--- src/rtl/irqs_pkg.sv ---
package irqs_pkg;

    typedef enum logic [1:0] {
        RS_IDLE  = 2'd0,
        RS_PLAIN = 2'd1,
        RS_CLR   = 2'd2
    } rd_state_e;

    localparam int unsigned DEF_NFLAG     = 8;
    localparam int unsigned DEF_ADDR_W    = 8;
    localparam int unsigned DEF_STAT_ADDR = 4;
    localparam int unsigned DEF_RCLR_ADDR = 5;

endpackage

--- src/rtl/irqs_flags.sv ---
module irqs_flags #(
    parameter int unsigned NFLAG = 8
) (
    input  logic             clk,
    input  logic             rst_n,
    input  logic [NFLAG-1:0] evt_i,
    input  logic [NFLAG-1:0] clr_i,
    input  logic             en_we_i,
    input  logic [NFLAG-1:0] en_wdata_i,
    output logic [NFLAG-1:0] flags_o,
    output logic [NFLAG-1:0] en_o
);

    typedef struct packed {
        logic [NFLAG-1:0] flags;
        logic [NFLAG-1:0] en;
    } flag_regs_t;

    flag_regs_t regs_d, regs_q;

    always_comb begin
        regs_d = regs_q;
        for (int i = 0; i < NFLAG; i++) begin
            // a set on the same bit takes priority over its clear
            regs_d.flags[i] = evt_i[i] | (regs_q.flags[i] & ~clr_i[i]);
        end
        if (en_we_i) begin
            regs_d.en = en_wdata_i;
        end
    end

    always_ff @(posedge clk or negedge rst_n) begin
        if (!rst_n) begin
            regs_q <= '0;
        end else begin
            regs_q <= regs_d;
        end
    end

    assign flags_o = regs_q.flags;
    assign en_o    = regs_q.en;

endmodule

--- src/rtl/irqs_rdctl.sv ---
module irqs_rdctl
    import irqs_pkg::*;
#(
    parameter int unsigned NFLAG     = 8,
    parameter int unsigned ADDR_W    = 8,
    parameter int unsigned STAT_ADDR = 4,
    parameter int unsigned RCLR_ADDR = 5
) (
    input  logic              clk,
    input  logic              rst_n,
    input  logic [ADDR_W-1:0] addr_i,
    input  logic              cmd_done_i,
    input  logic              data_done_i,
    input  logic [NFLAG-1:0]  flags_i,
    output rd_state_e         state_o,
    output logic [NFLAG-1:0]  snap_o,
    output logic [NFLAG-1:0]  clr_o,
    output logic              hold_o
);

    localparam logic [ADDR_W-1:0] STAT_A = ADDR_W'(STAT_ADDR);
    localparam logic [ADDR_W-1:0] RCLR_A = ADDR_W'(RCLR_ADDR);

    typedef struct packed {
        rd_state_e        state;
        logic [NFLAG-1:0] snap;
    } rd_regs_t;

    rd_regs_t regs_d, regs_q;
    logic [NFLAG-1:0] clr_d;

    always_comb begin
        regs_d = regs_q;
        clr_d  = '0;
        unique case (regs_q.state)
            RS_IDLE: begin
                if (cmd_done_i) begin
                    if (addr_i == RCLR_A) begin
                        regs_d.state = RS_CLR;
                        regs_d.snap  = flags_i;
                    end else if (addr_i == STAT_A) begin
                        regs_d.state = RS_PLAIN;
                        regs_d.snap  = flags_i;
                    end
                end
            end
            RS_PLAIN: begin
                if (data_done_i) begin
                    regs_d.state = RS_IDLE;
                end
            end
            RS_CLR: begin
                if (data_done_i) begin
                    regs_d.state = RS_IDLE;
                    clr_d        = regs_q.snap;
                end
            end
            default: regs_d.state = RS_IDLE;
        endcase
    end

    always_ff @(posedge clk or negedge rst_n) begin
        if (!rst_n) begin
            regs_q <= '{state: RS_IDLE, snap: '0};
        end else begin
            regs_q <= regs_d;
        end
    end

    assign state_o = regs_q.state;
    assign snap_o  = regs_q.snap;
    assign clr_o   = clr_d;
    assign hold_o  = (regs_q.state == RS_CLR);

endmodule

--- src/rtl/irqs_irqgen.sv ---
module irqs_irqgen #(
    parameter int unsigned NFLAG = 8
) (
    input  logic [NFLAG-1:0] flags_i,
    input  logic [NFLAG-1:0] en_i,
    input  logic             hold_i,
    output logic             irq_n_o
);

    logic [NFLAG-1:0] pend;

    for (genvar g = 0; g < NFLAG; g++) begin : g_pend
        assign pend[g] = flags_i[g] & en_i[g];
    end

    assign irq_n_o = hold_i | ~(|pend);

endmodule

--- src/rtl/irq_status_ctl.sv ---
module irq_status_ctl
    import irqs_pkg::*;
#(
    parameter int unsigned NFLAG     = DEF_NFLAG,
    parameter int unsigned ADDR_W    = DEF_ADDR_W,
    parameter int unsigned STAT_ADDR = DEF_STAT_ADDR,
    parameter int unsigned RCLR_ADDR = DEF_RCLR_ADDR
) (
    input  logic              clk,
    input  logic              rst_n,
    input  logic [NFLAG-1:0]  evt_i,
    input  logic              en_we_i,
    input  logic [NFLAG-1:0]  en_wdata_i,
    input  logic [ADDR_W-1:0] xfer_addr_i,
    input  logic              cmd_done_i,
    input  logic              data_done_i,
    output logic [NFLAG-1:0]  rd_data_o,
    output logic              irq_n_o
);

    logic [NFLAG-1:0] flags_q;
    logic [NFLAG-1:0] en_q;
    logic [NFLAG-1:0] snap_q;
    logic [NFLAG-1:0] clr_mask;
    logic             hold;
    rd_state_e        rd_state_q;

    irqs_flags #(.NFLAG(NFLAG)) u_flags (
        .clk        (clk),
        .rst_n      (rst_n),
        .evt_i      (evt_i),
        .clr_i      (clr_mask),
        .en_we_i    (en_we_i),
        .en_wdata_i (en_wdata_i),
        .flags_o    (flags_q),
        .en_o       (en_q)
    );

    irqs_rdctl #(
        .NFLAG     (NFLAG),
        .ADDR_W    (ADDR_W),
        .STAT_ADDR (STAT_ADDR),
        .RCLR_ADDR (RCLR_ADDR)
    ) u_rdctl (
        .clk         (clk),
        .rst_n       (rst_n),
        .addr_i      (xfer_addr_i),
        .cmd_done_i  (cmd_done_i),
        .data_done_i (data_done_i),
        .flags_i     (flags_q),
        .state_o     (rd_state_q),
        .snap_o      (snap_q),
        .clr_o       (clr_mask),
        .hold_o      (hold)
    );

    irqs_irqgen #(.NFLAG(NFLAG)) u_irqgen (
        .flags_i (flags_q),
        .en_i    (en_q),
        .hold_i  (hold),
        .irq_n_o (irq_n_o)
    );

    assign rd_data_o = snap_q;

endmodule

--- config.mk ---
export PLATFORM = sky130hd
export DESIGN_NAME = irq_status_ctl
export DESIGN_NICKNAME = d
export VERILOG_FILES = /design/src/rtl/irqs_pkg.sv /design/src/rtl/irqs_flags.sv /design/src/rtl/irqs_rdctl.sv /design/src/rtl/irqs_irqgen.sv /design/src/rtl/irq_status_ctl.sv
export SDC_FILE = /design/constraint.sdc
export NUM_CORES = 1
export LEC_CHECK = 0
export BUFFER_PORTS_ARGS = -buffer_cell sky130_fd_sc_hd__buf_4
export CAP_MARGIN = 20
export CELL_PAD_IN_SITES_DETAIL_PLACEMENT = 1
export CELL_PAD_IN_SITES_GLOBAL_PLACEMENT = 2
export CORE_MARGIN = 5
export CORE_UTILIZATION = 31
export DETAILED_ROUTE_END_ITERATION = 10
export GPL_TIMING_DRIVEN = 0
export PLACE_DENSITY_LB_ADDON = 0.1
export SLEW_MARGIN = 20
export SYNTH_ARGS = -nofsm -noshare
export SYNTH_HDL_FRONTEND = slang
export SYNTH_SLANG_ARGS = --single-unit
--- constraint.sdc ---
create_clock -name clk -period 1.6 [get_ports clk]
set_clock_uncertainty 0.2 [all_clocks]
set_input_delay 0.08 -clock clk [delete_from_list [all_inputs] [get_ports clk]]
set_output_delay 0.08 -clock clk [all_outputs]
set_load 0.1 [all_outputs]
## Word-level counts from Yosys, hierarchy flattened

Index checks and enable logic that the tools add are counted.

- Bits in registers: 26
- Latch bits: 0
- Bits in writable memories: 0
- Bits in read-only memories: 0
- Bits of input ports: 29
- Output and inout port bits: 9
- Word-level logic and storage cells: 58
- Memories: 0

- Add/sub/neg operators: 0
- Multipliers: 0
- Div/mod/pow operators: 0
- Order comparisons: 0
- Equality and inequality tests: 7
- Shifts and indexed selects: 0
- Muxes and demuxes: 7
- Bitwise logic cells: 34
- Reduce and logical (&&, ||, !) cells: 6

Operator list:

| kind | count |
|---|---|
| $mux W10 | 3 |
| $and A1 B1 Y1 | 16 |
| $eq A8 B3 Y1 const B | 2 |
| $mux W8 | 2 |
| $not A1 Y1 | 9 |
| $or A1 B1 Y1 | 9 |
| $reduce_or A8 Y1 | 1 |
| $reduce_and A3 Y1 | 2 |
| $pmux W2 S2 | 1 |
| $ne A3 B1 Y1 const B | 1 |
| $eq A2 B1 Y1 const B | 1 |
| $eq A2 B2 Y1 const B | 1 |
| $logic_not A2 Y1 | 1 |
| $mux W2 | 1 |
| $ne A2 B1 Y1 const B | 1 |
| $ne A2 B2 Y1 const B | 1 |
| $reduce_bool A2 Y1 | 1 |
| $reduce_or A2 Y1 | 1 |

## Logic depth before layout (Yosys ltp)

- Word-level depth: 5
- Gate-level depth with buffers: 6
- Gate-level depth less buffers: 5

## Cells and area by module

Synthesis repeated with hierarchy kept, for this count alone.

- Cells, all modules: 90
- Area, all modules: 1,209.9 um^2

By module, submodules not included:

| module | times used | cells an instance | area an instance (um^2) | sequential area each (um^2) |
|---|---|---|---|---|
| irqs_flags | 1 | 41 | 621.8 | 400.4 |
| irqs_rdctl | 1 | 44 | 548.0 | 250.2 |
| irqs_irqgen | 1 | 5 | 40.0 | 0.0 |

## Worst setup path after synthesis

No wires, ideal clock.

- Kind: register -> output
- Start: register u_flags.regs_q[8], in the netlist u_flags.flags_o[0]
- End: output port irq_n_o
- Arrival time: 1,322 ps
- Required time: 1,320 ps
- Setup slack: -2 ps
- Cell stages (with the launch flop): 3
- Path buffers: 0
- Cells stage by stage: dfrtp_1 > a22oi_1 > a41o_1

- Cells in the longest elaborated chain, start to end: 4

RTL lines:

| element | line | text |
|---|---|---|
| start: declaration | irqs_flags.sv:19 | `flag_regs_t regs_d, regs_q;` |
| start signal: assignment | irqs_flags.sv:36 | `regs_q <= regs_d;` |
| $and A1 B1 Y1 | irqs_irqgen.sv:13 | `assign pend[g] = flags_i[g] & en_i[g];` |
| $reduce_or A8 Y1 | irqs_irqgen.sv:16 | `assign irq_n_o = hold_i \| ~(\|pend);` |
| $not A1 Y1 | irqs_irqgen.sv:16 |  |
| $or A1 B1 Y1 | irqs_irqgen.sv:16 |  |
| end: declaration | irq_status_ctl.sv:18 | `output logic irq_n_o` |

No other way between the ends.

## Worst setup path in the final report

- Start: register u_rdctl.regs_q[8], in the netlist u_rdctl.state_o[0]
- End: output port irq_n_o

- Cells in the longest elaborated chain, start to end: 2

RTL lines:

| element | line | text |
|---|---|---|
| start: declaration | irqs_rdctl.sv:29 | `rd_regs_t regs_d, regs_q;` |
| start signal: assignment | irqs_rdctl.sv:64 | `regs_q <= '{state: RS_IDLE, snap: '0};` |
| start signal: assignment | irqs_rdctl.sv:66 | `regs_q <= regs_d;` |
| $eq A2 B2 Y1 | irqs_rdctl.sv:73 | `assign hold_o = (regs_q.state == RS_CLR);` |
| $or A1 B1 Y1 | irqs_irqgen.sv:16 |  |

No other way between the ends.

==> run_results.csv <==
group,metric,value,unit
hold_path,end_point_of_the_worst_hold_path,"u_rdctl.state_o[1]",
synthesis,synth.yosys.seq_area_share,57.0,%
synthesis,ys.flop_type,"sky130_fd_sc_hd__dfrtp_1",
placed_design,placed_cells_incl_taps,168,
setup_path,critPathKind,"register to output pin",
timing,grt_setup_unrepaired,"true",
setup_path,worstPathCellList,"inv_2 > ha_4 > a41o_2 > buf_12",
finish,fin_util,50.2,%
synthesis,number_of_enable_flip_flop_cells_after_synthesis,0,
outcome,outcome,"finished, final reports clean",
timing,achievable_freq,635,MHz
power_and_ir_drop,power-per-cell-area,1280,nW/um^2
timing,timing_worst_slew_pin_value,0.464,ns
setup_path,regToRegSetupSlack,0.11,ns
placed_design,gp_weighted_congestion,0.695,
clock_tree,clkSinkCount,26,
setup_path,end_kind,"output pin",
clock_tree,cts_root_buf,"sky130_fd_sc_hd__clkbuf_8",
die,io_pins,38,
finish,flow.area_growth_from_synthesis,58.6,%
routing,drtIter0Drc,16,
clock_tree,clock_latency,0.27,ns
die,initial_utilization,31.6,%
timing,timing.max_slew.rel_slack,69.1,%
clock_tree,clkSlewWorstSetupHoldPaths,0.09,ns
synthesis,post_synth.cell_area_avg,13.6,um^2
placed_design,placement.io_buffers,36,
synthesis,synth_top_cells_by_area,"sky130_fd_sc_hd__dfrtp_1, sky130_fd_sc_hd__mux2_2, sky130_fd_sc_hd__a21o_1",
setup_path,cpLargestDelayFamily,"flip-flops",
setup_path,regToRegStartpoint,"u_rdctl.state_o[0]",
global_route,grt_max_degree,27,
synthesis,ys_types,19,
hold_path,timing.hold.worst.class,"input port to register",
global_route,grtUsageTotal,12.0,%
setup_path,timing.critical_path.slowest_cell_delay,0.37,ns
hold_path,timing.hold.worst_path_depth,4,
finish,antenna-diode-count,0,
setup_path,critical_path.startpoint_type,"register",
timing,finalCritPeriodShare,98.4,%
die,die_y,70.7,um
finish,mostFrequentLayoutCells,"sky130_fd_sc_hd__buf_4, sky130_fd_sc_hd__dfrtp_1, sky130_fd_sc_hd__dlygate4sd3_1",
timing,drv_slew,0,
routing,num_vias,874,
timing,timing.final.crit_period,1.57,ns
setup_path,critPathMaxFanout,3,
setup_path,timing.rr.end,"u_rdctl.snap_o[5]",
clock_tree,post-cts-setup-buffer-count,0,
timing,timing.hold.ws,0.0226,ns
placed_design,detailed_place_hpwl,1960,um
synthesis,flop_and_latch_count_out_of_synthesis,26,
synthesis,yosys_warnings,0,
timing,hold_violations,0,
timing,final-setup-viol-count,0,
setup_path,depth_of_the_most_critical_reg_to_reg_path,4,
setup_path,cpMaxStageDelayCell,"sky130_fd_sc_hd__dfrtp_1",
synthesis,synthesis.area,1140,um^2
routing,wl_per_cell,14.6,um
global_route,grt_pass1_wl,4730,um
global_route,grt_antenna_before_repair,0,
clock_tree,clock_tree_from_tritoncts,"done",
setup_path,cp_num_buf_inv,2,
synthesis,synth_top_area_share,57.0,%
finish,drive_above_1_share,49.3,%
routing,drt_drc_violations_left,0,
run,max_cap_viol_count,0,
finish,final_nets,176,
routing,detail_route.wirelength,2800,um
finish,post_layout_nonfiller_instances,192,
finish,filler_cell_count,381,
die,core.rowCount,22,
clock_tree,htreeDepth,1,
routing,number_of_nets_still_failing_antenna_checks_after_routing,0,
clock_tree,tritoncts.num_buffers,3,
routing,first_pass_iters,4,
die,core_area,3610,um^2
die,die_area,4990,um^2
hold_path,worst_hold_start,"xfer_addr_i[3]",
die,die_width,70.7,um
global_route,grt_pass1_vias,992,
synthesis,synth_cells,84,
clock_tree,clockBufferDepth,2,
power_and_ir_drop,ir_drop,698,uV
power_and_ir_drop,p_leak,0.000778,uW
setup_path,worst-endpoint-arrival,1.29,ns
global_route,overflow,0,
setup_path,required,1.32,ns
synthesis,nets_in_the_synthesized_netlist,115,
finish,layout.cells.most_common,"sky130_fd_sc_hd__buf_4",
synthesis,synth_top_area_cell,"sky130_fd_sc_hd__dfrtp_1",
timing,final.setup.tns,0,ns
synthesis,synthArstFlopShare,100,%
routing,routed_via_density,4.55,
==> worst reg2reg max path: stages, from the launching register on <==
cell and delay (ns):
sky130_fd_sc_hd__dfrtp_1 0.40, sky130_fd_sc_hd__inv_2 0.12, sky130_fd_sc_hd__ha_4 0.18, sky130_fd_sc_hd__nand3_4 0.16
sky130_fd_sc_hd__mux2_2 0.33
==> Yosys cell counts, types with 2 or more instances <==
master                     number
sky130_fd_sc_hd__inv_1          2
sky130_fd_sc_hd__nor4b_4        2
sky130_fd_sc_hd__clkbuf_1       2
sky130_fd_sc_hd__mux2_2        16
sky130_fd_sc_hd__dfrtp_1       26
sky130_fd_sc_hd__ha_1           2
sky130_fd_sc_hd__a22oi_1        4
sky130_fd_sc_hd__nand2_1       11
sky130_fd_sc_hd__a21o_2         2
sky130_fd_sc_hd__a21o_1         8
==> layer usage <==
layer	routed length [um]	vias to the layer above	GRT usage, %
li1	-	423	-
met3	163	2	3.41
met5	0	-	0
met1	1250	424	15.7
met2	1380	25	19.3
met4	8	0	3.76
==> flip-flops by register name, summed over array words and instances (netlist names) <==
name             cells
u_flags.en_o         8
u_rdctl.state_o      2
u_flags.flags_o      8
u_rdctl.snap_o       8
==> final cells by class <==
| type | instances | area (um^2) | area share (%) |
|---|---|---|---|
| buffer | 1 | 3.75 | 0.207 |
| clock buffer | 3 | 41.3 | 2.28 |
| clock inverter | 1 | 30.0 | 1.66 |
| inverter | 2 | 7.51 | 0.415 |
| multi-input combinational | 54 | 523 | 28.9 |
| sequential | 26 | 651 | 36.0 |
| tap | 48 | 60.1 | 3.32 |
| timing repair buffer | 57 | 493 | 27.2 |
==> worst max-delay path by stage <==
stage                     cells after the start               start  slack, ns                  to
after global placement                        6  u_rdctl.state_o[0]      -0.16  u_flags.flags_o[5]
after detailed placement                      6  u_rdctl.state_o[0]      -0.18  u_flags.flags_o[2]
after CTS                                     3  u_flags.flags_o[1]      0.007             irq_n_o
final                                         4  u_rdctl.state_o[0]       0.03             irq_n_o
after global routing                          3  u_flags.flags_o[5]      -0.03             irq_n_o
after floorplan                               2   u_rdctl.snap_o[0]       0.08  u_flags.flags_o[0]
==> power breakdown <==
| group | total [uW] | leakage, uW | internal [uW] | switching (uW) |
|---|---|---|---|---|
| sequential | 810 | 0.000298 | 742 | 67.8 |
| combinational | 955 | 0.000445 | 372 | 583 |
| clock | 546 | 0.0000357 | 335 | 211 |
==> cells by family after synthesis <==
family | Yosys count | share of synthesized area (%)
buffers and inverters | 4 | 1.32
and+or+nand+nor | 19 | 12.0
DFF | 26 | 57.0
adders and majority gates | 2 | 2.19
muxes | 16 | 15.8
AOI/OAI and AO/OA | 17 | 11.7
==> per-stage QoR <==
stage | instance area [um^2] | setup slack, ns | power (uW)
2_1_floorplan | 1140 | 0.0810 | 1410
3_3_place_gp | 1470 | -0.163 | 1610
3_5_place_dp | 1470 | -0.181 | 1630
4_1_cts | 1770 | 0.00660 | 2270
5_1_grt | 1810 | -0.0301 | 2430
6_report | 1810 | 0.0258 | 2310
==> timing repair <==
action | in CTS | in global routing
hold buffers | 21 | 0
cloned | 0 | 0
gates resized for setup | 8 | 6
pin swaps | 0 | 1
endpoints found under the setup margin | 17 | 9
hold endpoints to repair | 44 | 0
No activity file was read; power rests on OpenSTA's default activity.
